$ cat src/rtl/spi_cmd_master.sv
module spi_cmd_master #(
  parameter int FIFO_DEPTH = 8,
  parameter int DIV_FLOOR  = 4,
  parameter int AW         = 6
) (
  input  logic          clk,
  input  logic          rst_n,
  input  logic          reg_wr,
  input  logic          reg_rd,
  input  logic [AW-1:0] reg_addr,
  input  logic [31:0]   reg_wdata,
  output logic [31:0]   reg_rdata,
  output logic          irq,
  output logic          sclk,
  output logic          cs_o,
  output logic          mosi,
  input  logic          miso
);
  localparam int PW = (FIFO_DEPTH > 1) ? $clog2(FIFO_DEPTH) : 1;
  localparam int CW = $clog2(FIFO_DEPTH + 1);
  localparam logic [AW-1:0] A_CFG  = AW'(6'h00);
  localparam logic [AW-1:0] A_DIV  = AW'(6'h04);
  localparam logic [AW-1:0] A_CMD  = AW'(6'h08);
  localparam logic [AW-1:0] A_STAT = AW'(6'h0C);
  localparam logic [AW-1:0] A_IEN  = AW'(6'h10);
  localparam logic [AW-1:0] A_THR  = AW'(6'h14);
  localparam logic [AW-1:0] A_CNT  = AW'(6'h18);
  localparam logic [AW-1:0] A_TXD  = AW'(6'h1C);
  localparam logic [AW-1:0] A_RXD  = AW'(6'h20);
  localparam logic [15:0]   DMIN   = 16'(DIV_FLOOR);

  function automatic logic [PW-1:0] nxt(input logic [PW-1:0] p);
    return (p == PW'(FIFO_DEPTH - 1)) ? '0 : p + PW'(1);
  endfunction

  // configuration fields
  logic cpha, cpol, cs_low, tx_en, rx_en, lsb, late;
  logic [15:0] div_r;
  logic [4:0]  ien;
  logic [7:0]  thr;
  logic st_done, st_txth, st_rxth, st_uf, st_of;

  // engine state
  logic        busy, do_tx, do_rx, cont, cs_act, sph, mosi_h;
  logic [15:0] cnt;
  logic [16:0] left;
  logic [4:0]  widx, cap_pos;
  logic [5:0]  wbits;
  logic [31:0] txw, rxw, rx_next;
  logic        cap_pend, push_pend, push_last;

  // queues
  logic [31:0]   txm [FIFO_DEPTH];
  logic [31:0]   rxm [FIFO_DEPTH];
  logic [PW-1:0] tx_wp, tx_rp, rx_wp, rx_rp;
  logic [CW-1:0] tx_cnt, rx_cnt;

  wire wr_cfg  = reg_wr && reg_addr == A_CFG;
  wire wr_div  = reg_wr && reg_addr == A_DIV;
  wire wr_cmd  = reg_wr && reg_addr == A_CMD;
  wire wr_stat = reg_wr && reg_addr == A_STAT;
  wire wr_ien  = reg_wr && reg_addr == A_IEN;
  wire wr_thr  = reg_wr && reg_addr == A_THR;
  wire wr_txd  = reg_wr && reg_addr == A_TXD;
  wire rd_rxd  = reg_rd && reg_addr == A_RXD;

  wire [15:0] d_eff = (div_r < DMIN) ? DMIN : div_r;
  wire [15:0] hd    = d_eff >> 1;
  wire lead  = busy && cnt == hd - 16'd1;
  wire trail = busy && cnt == d_eff - 16'd1;

  wire [16:0] total    = {1'b0, reg_wdata[31:16]} + 17'd1;
  wire [16:0] left_m1  = left - 17'd1;
  wire        last_bit = left == 17'd1;
  wire        word_end = {1'b0, widx} == wbits - 6'd1;
  wire [4:0]  pos      = lsb ? widx : (wbits[4:0] - 5'd1 - widx);
  wire        start    = wr_cmd && !busy && (reg_wdata[1:0] != 2'b00);

  wire tx_empty = tx_cnt == '0;
  wire tx_full  = tx_cnt == CW'(FIFO_DEPTH);
  wire rx_full  = rx_cnt == CW'(FIFO_DEPTH);
  wire fetch    = (start && reg_wdata[0]) || (trail && do_tx && !last_bit && word_end);
  wire tx_pop   = fetch && !tx_empty;
  wire tx_push  = wr_txd && !tx_full;
  wire rx_push  = push_pend && !rx_full;
  wire rx_pop   = rd_rxd && rx_cnt != '0;

  wire samp_evt = busy && do_rx && (cpha ? trail : lead);
  wire ins      = (samp_evt && !late) || cap_pend;
  wire [4:0] ins_pos = cap_pend ? cap_pos : pos;

  always_comb begin
    rx_next = rxw;
    if (ins) rx_next[ins_pos] = miso & rx_en;
  end

  assign sclk = sph ^ cpol;
  assign cs_o = cs_act ^ cs_low;
  assign mosi = tx_en & (cpha ? mosi_h : (busy & do_tx & txw[pos]));
  assign irq  = |(ien & {st_of, st_uf, st_rxth, st_txth, st_done});

  // register file
  always_ff @(posedge clk or negedge rst_n) begin
    if (!rst_n) begin
      {cpha, cpol, cs_low, tx_en, rx_en, lsb, late} <= '0;
      div_r <= DMIN;
      ien   <= '0;
      thr   <= '0;
    end else begin
      if (wr_cfg) begin
        cpha <= reg_wdata[0];  cpol  <= reg_wdata[1];  cs_low <= reg_wdata[2];
        tx_en <= reg_wdata[4]; rx_en <= reg_wdata[5];
        lsb  <= reg_wdata[10]; late  <= reg_wdata[11];
      end
      if (wr_div) div_r <= reg_wdata[15:0];
      if (wr_ien) ien   <= reg_wdata[4:0];
      if (wr_thr) thr   <= reg_wdata[7:0];
    end
  end

  // status flags: set by events, cleared by writing ones
  wire [5:0] w1c = wr_stat ? reg_wdata[5:0] : 6'd0;
  always_ff @(posedge clk or negedge rst_n) begin
    if (!rst_n) begin
      {st_done, st_txth, st_rxth, st_uf, st_of} <= '0;
    end else begin
      st_done <= (st_done & ~w1c[1]) | (trail & last_bit);
      st_txth <= (st_txth & ~w1c[2]) | (32'(tx_cnt) <= 32'(thr[3:0]));
      st_rxth <= (st_rxth & ~w1c[3]) | (rx_cnt != '0 && 32'(rx_cnt) >= 32'(thr[7:4]))
                 | (push_pend & push_last);
      st_uf   <= (st_uf & ~w1c[4]) | (fetch & tx_empty);
      st_of   <= (st_of & ~w1c[5]) | (push_pend & rx_full);
    end
  end

  // shift sequencer
  always_ff @(posedge clk or negedge rst_n) begin
    if (!rst_n) begin
      {busy, do_tx, do_rx, cont, cs_act, sph, mosi_h} <= '0;
      cnt <= '0; left <= '0; widx <= '0; wbits <= '0;
    end else if (start) begin
      busy   <= 1'b1;
      do_tx  <= reg_wdata[0];
      do_rx  <= reg_wdata[1];
      cont   <= reg_wdata[4];
      cs_act <= 1'b1;
      sph    <= 1'b0;
      mosi_h <= 1'b0;
      cnt    <= '0;
      left   <= total;
      widx   <= '0;
      wbits  <= (total > 17'd32) ? 6'd32 : total[5:0];
    end else if (busy) begin
      cnt <= trail ? '0 : cnt + 16'd1;
      if (lead) begin
        sph    <= 1'b1;
        mosi_h <= do_tx & txw[pos];
      end
      if (trail) begin
        sph <= 1'b0;
        if (last_bit) begin
          busy   <= 1'b0;
          cs_act <= cont;
        end else begin
          left <= left_m1;
          if (word_end) begin
            widx  <= '0;
            wbits <= (left_m1 > 17'd32) ? 6'd32 : left_m1[5:0];
          end else begin
            widx <= widx + 5'd1;
          end
        end
      end
    end
  end

  // word staging
  always_ff @(posedge clk or negedge rst_n) begin
    if (!rst_n) begin
      txw <= '0; rxw <= '0; cap_pos <= '0;
      {cap_pend, push_pend, push_last} <= '0;
    end else begin
      if (fetch) txw <= tx_empty ? '0 : txm[tx_rp];
      cap_pend  <= samp_evt & late;
      if (samp_evt) cap_pos <= pos;
      push_pend <= busy & do_rx & trail & (word_end | last_bit);
      push_last <= busy & do_rx & trail & last_bit;
      if (push_pend) rxw <= '0;
      else if (ins)  rxw <= rx_next;
    end
  end

  // queues
  always_ff @(posedge clk) begin
    if (tx_push) txm[tx_wp] <= reg_wdata;
    if (rx_push) rxm[rx_wp] <= rx_next;
  end

  always_ff @(posedge clk or negedge rst_n) begin
    if (!rst_n) begin
      tx_wp <= '0; tx_rp <= '0; tx_cnt <= '0;
      rx_wp <= '0; rx_rp <= '0; rx_cnt <= '0;
    end else begin
      if (tx_push) tx_wp <= nxt(tx_wp);
      if (tx_pop)  tx_rp <= nxt(tx_rp);
      tx_cnt <= tx_cnt + CW'(tx_push) - CW'(tx_pop);
      if (rx_push) rx_wp <= nxt(rx_wp);
      if (rx_pop)  rx_rp <= nxt(rx_rp);
      rx_cnt <= rx_cnt + CW'(rx_push) - CW'(rx_pop);
    end
  end

  always_comb begin
    case (reg_addr)
      A_CFG:  reg_rdata = {20'd0, late, lsb, 4'd0, rx_en, tx_en, 1'b0, cs_low, cpol, cpha};
      A_DIV:  reg_rdata = {16'd0, div_r};
      A_STAT: reg_rdata = {26'd0, st_of, st_uf, st_rxth, st_txth, st_done, busy};
      A_IEN:  reg_rdata = {27'd0, ien};
      A_THR:  reg_rdata = {24'd0, thr};
      A_CNT:  reg_rdata = {24'd0, 4'(tx_cnt), 4'(rx_cnt)};
      A_RXD:  reg_rdata = (rx_cnt != '0) ? rxm[rx_rp] : 32'd0;
      default: reg_rdata = 32'd0;
    endcase
  end

  p_cs_active_r7: assert property (@(posedge clk) disable iff (!rst_n)
    busy |-> (cs_o != cs_low));
  p_sclk_idle_r3: assert property (@(posedge clk) disable iff (!rst_n)
    !busy |-> (sclk == cpol));
  p_done_at_end_r8: assert property (@(posedge clk) disable iff (!rst_n)
    $rose(st_done) |-> $fell(busy));
  p_cmd_ignored_r9: assert property (@(posedge clk) disable iff (!rst_n)
    (busy && wr_cmd && !trail) |=> (busy && $stable(left) && $stable(do_rx)));
  p_tx_bound_r10: assert property (@(posedge clk) disable iff (!rst_n)
    32'(tx_cnt) <= FIFO_DEPTH);
  p_rx_bound_r11: assert property (@(posedge clk) disable iff (!rst_n)
    32'(rx_cnt) <= FIFO_DEPTH);
  p_irq_masked_r13: assert property (@(posedge clk) disable iff (!rst_n)
    (ien == 5'd0) |-> !irq);
endmodule

$ cat config.mk
export PLATFORM = sky130hd
export DESIGN_NAME = spi_cmd_master
export DESIGN_NICKNAME = d
export VERILOG_FILES = /design/src/rtl/spi_cmd_master.sv
export SDC_FILE = /design/constraint.sdc
export NUM_CORES = 1
export LEC_CHECK = 0
export ABC_AREA = 1
export BUFFER_PORTS_ARGS = -buffer_cell sky130_fd_sc_hd__buf_2
export CORE_UTILIZATION = 54
export CTS_CLUSTER_SIZE = 25
export DETAILED_ROUTE_END_ITERATION = 8
export GPL_TIMING_DRIVEN = 0
export PLACE_DENSITY = 0.71
export SLEW_MARGIN = 10
export SYNTH_ARGS = -nofsm -noshare
export SYNTH_HDL_FRONTEND = slang
export SYNTH_SLANG_ARGS = --single-unit
$ cat constraint.sdc
create_clock -name clk -period 4.25 [get_ports clk]
set_input_delay 0.85 -clock clk [delete_from_list [all_inputs] [get_ports clk]]
set_output_delay 0.85 -clock clk [all_outputs]
set_load 0.05 [all_outputs]
======== Word-level counts from Yosys, hierarchy flattened ========
Memories as Yosys holds them, arrays and structs flattened.
Index checks and enable logic that the tools add are counted.
operators by class
  $lt $le $gt $ge ......................... 8
  muxes and demuxes ....................... 59
  equality and inequality tests ........... 19
  reductions and logical operators ........ 50
  bitwise operators ....................... 34
  add/subtract/negate cells ............... 17
operators with widths
  operator               number
  $pmux 32 s7            1
  $mux 32                5
  $mux 17                4
  $mux 16                4
  $mux 6                 8
  $mux 5                 7
  $gt 17x6->1 const B    2
  $bwmux 32              1
  $eq 16x16->1           2
  $logic_and 1x1->1      25
  $eq 6x5->1 const B     4
  $mux 1                 23
  $and 1x1->1            19
  $add 16x1->17 const B  1
  $eq 17x1->1 const B    1
  $sub 17x1->17 const B  1
  $add 16x1->16 const B  1
  $lt 16x3->1 const B    1
  $sub 15x1->16 const B  1
  $sub 16x1->16 const B  1
  $reduce_bool 2->1      7
  $add 3x1->3 const B    4
  $eq 3x3->1 const B     4
  $eq 6x4->1 const B     2
  32 further kinds       58
word-level totals
  memory bits (writable) .................. 512
  memories ................................ 2
  logic and storage cells ................. 227
  flip-flop bits (word level) ............. 184
  bits of input ports ..................... 43
memories
  memory  words  bits a word  rd ports  clocked after memory_dff  write ports  RTL line  source
  rxm     8      32           1         0                         1            54        logic [31:0] rxm [FIFO_DEPTH];
  txm     8      32           1         0                         1            53        logic [31:0] txm [FIFO_DEPTH];

======== Depth between registers and ports, before layout ========
  depth in word-level cells ............... 12
  depth in mapped cells ................... 31
  mapped depth without buffers ............ 28

======== Worst setup path after synthesis ========
No wires, ideal clock.
  path type ............................... input port to flip-flop
  start ................................... in reg_addr[1]
  end ..................................... mem txm[5][0], enable pin
  setup slack ............................. -210 ps
  stages on the path ...................... 7
  buffers on the path ..................... 0
  library setup time ...................... 461 ps
  data arrival time ....................... 3,999 ps
  required time ........................... 3,789 ps
  cells stage by stage .................... nor2_1 nand2_1 nor4_1 inv_1 nor2_1 inv_1 nor3_1
between the ends
  cells in the longest elaborated chain, start to end .. 5
RTL lines
  what                          RTL line  source
  start, declared               10        input logic [AW-1:0] reg_addr,
  $eq 6x5->1                    64        wire wr_txd = reg_wr && reg_addr == A_TXD;
  $logic_and 1x1->1             64
  $logic_and 1x1->1             84        wire tx_push = wr_txd && !tx_full;
  $mux 1                        195       if (tx_push) txm[tx_wp] <= reg_wdata;
  $mux 1 (not written as such)  195
  end, declared                 53
Every way passes these cells.

======== Final worst setup path ========
  start ................................... reg widx[0]
  end ..................................... out mosi
between the ends
  cells in the longest elaborated chain, start to end .. 7
RTL lines
  what                            RTL line  source
  start, declared                 47        logic [4:0] widx, cap_pos;
  start signal, assigned          170       widx <= widx + 5'd1;
  $sub 5x5->5                     76        wire [4:0] pos = lsb ? widx : (wbits[4:0] - 5'd1 - widx);
  $mux 5 *                        76
  $bmux 1 s5 *                    99        assign mosi = tx_en & (cpha ? mosi_h : (busy & do_tx & txw[pos]));
  $mux 1 (not written as such) *  99
  $and 1x1->1 *                   99
  $mux 1 *                        99
  $and 1x1->1 *                   99
  end, declared                   16        output logic mosi,
Mark *: on every way between the ends. The rest lies on a longest branch, timed or not. The select of a mux whose other input is x is not followed.

==> flow_summary_export.csv <==
group,metric,value,unit
final_layout,nFillCells,4499,
final_layout,layout-drive-gt1-share,0.109,
setup_path,cp-end-kind,"output port",
clock_network,clk_latency,0.62,ns
timing,holdWs,0.275,ns
setup_path,crit_path_start_kind,"register",
detailed_routing,drt_first_pass_iters,9,
setup_path,worst_ep_required_time,3.40,ns
yosys,syn_area,32100,sq um
yosys,synth_area_leaders,"edfxtp_1 (48%), dfrtp_1 (14%), nand2_1 (7.5%), o21ai_0 (5.7%), nor2_1 (4.5%)",
clock_network,clock_sinks,696,
final_layout,nets,3456,
yosys,synth-edff-count,512,
yosys,syn_nets,3249,
timing,slew_viol_final,0,
yosys,ys_types,59,
setup_path,r2r_start,"div_r[2]",
die,rows,88,
yosys,syn_avg_cell_area,10.2,sq um
setup_path,critPathKind,"register to output port",
timing,rsz0062_at_grt,"yes",
yosys,synth.top_cell.area_share,0.479,
die,die_x,246,um
grt,grt_usage,0.306,
die,die_y,246,um
die,num_io_pins,79,
setup_path,reg2reg_depth,24,
power,p_leak,15.3,nW
detailed_routing,drt-initial-drc-count,2754,
clock_network,cts_tree,"yes",
yosys,ys_seq_elements,696,
die,initial_utilization,0.551,
timing,setup_ws,-0.138,ns
yosys,ys_seq_area_frac,0.623,
setup_path,critPathArrivalTime,3.54,ns
timing,relSlewSlack,0.380,
timing,timing.final.crit_share,1.03,
hold_path,hold_class,"input port to async pin",
yosys,async_flop_share,0.264,
grt,antenna_found_initial,0,
grt,grt_overflow,0,
setup_path,rrSetupSlack,0.15,ns
place,finalWeightedCongestion,0.929,
yosys,yosys.area.top_type,"edfxtp_1",
place,dp_hpwl,64.2,mm
detailed_routing,final_antenna_net_count,0,
grt,grt_pass1_wl,140,mm
yosys,synth_ff_type,"edfxtp_1",
die,die_area,60400,sq um
timing,clock.fmax,228,MHz
detailed_routing,post-route-drc-count,1,
timing,setup_violations,1,
power,ir_worst_vdd,0.374,mV
timing,hold_violations,0,
run_status,status,"finished, violations left",
clock_network,ctsHoldBuffers,0,
run_status,violations,"DRC, setup timing",
die,core_area,58200,sq um
place,io_buffers,78,
detailed_routing,num_vias,24900,
yosys,ys_warn_count,0,
detailed_routing,drt-total-wl,92.3,mm
final_layout,area_delta_synth_final,14.9,%
final_layout,postLayoutCoreUtil,0.633,
detailed_routing,viasPerCell,5.94,
timing,fin_crit,4.39,ns
setup_path,worst-path-max-fanout,7,
clock_network,path_clk_slew,0.06,ns
clock_network,cts_htree_levels,3,
timing,finClkSkew,0.0165,ns
clock_network,cts_buffers,73,
yosys,syn_inst,3161,
grt,grt_max_degree,97,
grt,grt_pass1_vias,24400,
detailed_routing,wl_per_cell,22.0,um
timing,tightest_slew,0.922,ns
setup_path,r2r-end,"rxm[5][1]",
clock_network,cts_buffer_depth,3,
power,power_density,438,nW/um^2
clock_network,cts-root-buf,"clkbuf_16",
final_layout,diodes,0,
job,drv_cap,0,
synthesized netlist by cell type (all sizes together) (36+ instances only):
cell	number
o221ai	50
inv	271
xor2	68
nor2	392
nor3	44
nand2	652
clkbuf	122
ha	42
nand3	127
dfrtp	183
o21ai	373
a32o	36
o22ai	44
edfxtp	512
a21oi	70
worst max-delay path by stage:
stage,start,endpoint,slack (ns),cells past startpoint
after CTS,widx[0],mosi,-0.17,15
after global placement,reg_addr[1],txm[5][26],-2.66,8
after floorplan,reg_addr[1],txm[1][0],-0.21,7
after global routing,widx[0],mosi,-0.27,15
after detailed placement,div_r[7],tx_cnt[2],-0.62,28
final,widx[0],mosi,-0.14,15
where the power goes:
group	total (mW)	internal [mW]	switching [mW]
sequential	7.51	7.37	0.133
clock	6.45	3.77	2.68
combinational	2.19	0.713	1.48
layer usage:
metal	GRT usage	vias up	share of wire
met2	0.505	1181	0.48
met3	0.0509	216	0.079
met4	0.132	0	0.040
met1	0.401	12200	0.40
li1	-	11300	-
met5	0	-	0
state kept, by name (all words and copies together) (netlist names), 4 cells and up:
| signal | cells |
|---|---|
| tx_cnt | 4 |
| rxm | 256 |
| cnt | 16 |
| rx_cnt | 4 |
| txm | 256 |
| widx | 5 |
| rxw | 32 |
| wbits | 6 |
| thr | 8 |
| txw | 32 |
| div_r | 16 |
| cap_pos | 5 |
| ien | 5 |
| left | 17 |
placed cells by master (no fill, tap or decap), types with 50 or more instances in the layout:
cell type  count
xor2_1        65
nor2_1       371
nand3_1      122
dfrtp_1      178
edfxtp_1     512
clkbuf_16     76
clkbuf_1     130
o221ai_1      50
inv_1        258
o21ai_0      365
a21oi_1       68
buf_2         89
nand2_1      638
layout make-up:
type / instances / area, sq um / share of cell area
plain buffers: 153 / 688 / 0.0187
repair buffers: 135 / 1090 / 0.0296
multi-input cells: 2036 / 10700 / 0.290
clock inverters: 31 / 323 / 0.00875
well taps: 765 / 957 / 0.0260
flip-flops and latches: 696 / 20000 / 0.542
inverters: 273 / 1030 / 0.0281
clock buffers: 104 / 2100 / 0.0569
cell families (layout without fill, tap and decap cells):
logic type,count (synthesis),in the layout,synth area share
XOR/XNOR,92,92,0.0251
buffers and inverters,429,696,0.0528
multiplexers,3,3,0.00101
AND/OR/NAND/NOR,1272,1272,0.165
AO/OA/AOI/OAI,624,624,0.115
flip-flops,696,696,0.623
adder cells (fa/ha/maj),45,45,0.0182
critical path, cell delays in order (launching register included):
cell,delay (ns)
dfrtp_2,0.41
inv_2,0.08
ha_4,0.13
inv_2,0.03
fa_1,0.48
o21ai_4,0.17
buf_6,0.14
clkinvlp_4,0.17
a31o_4,0.27
nand2_2,0.05
o211ai_1,0.12
nand3b_1,0.14
nand3_2,0.08
nand3b_1,0.19
a21oi_2,0.26
buf_6,0.20
through the flow:
step                worst slack [ns]  setup TNS (ns)  area, sq um  total power, mW  instances
finish                        -0.138          -0.138        36900             16.1       4193
global route                  -0.266          -0.370        36900             16.7       4193
CTS                           -0.174          -0.174        36700             16.1       4179
detailed placement            -0.620           -8.30        34000             9.65       4034
global placement               -2.66         -606.42        33500             9.55       4004
floorplan                     -0.210          -26.83        32100             8.93       3161
what timing repair did:
action / CTS / global route
setup endpoints to repair: 79 / 146
pin swaps: 8 / 16
gates resized for setup: 39 / 34
setup buffers: 11 / 16
Power figures use the tool's default switching activity.
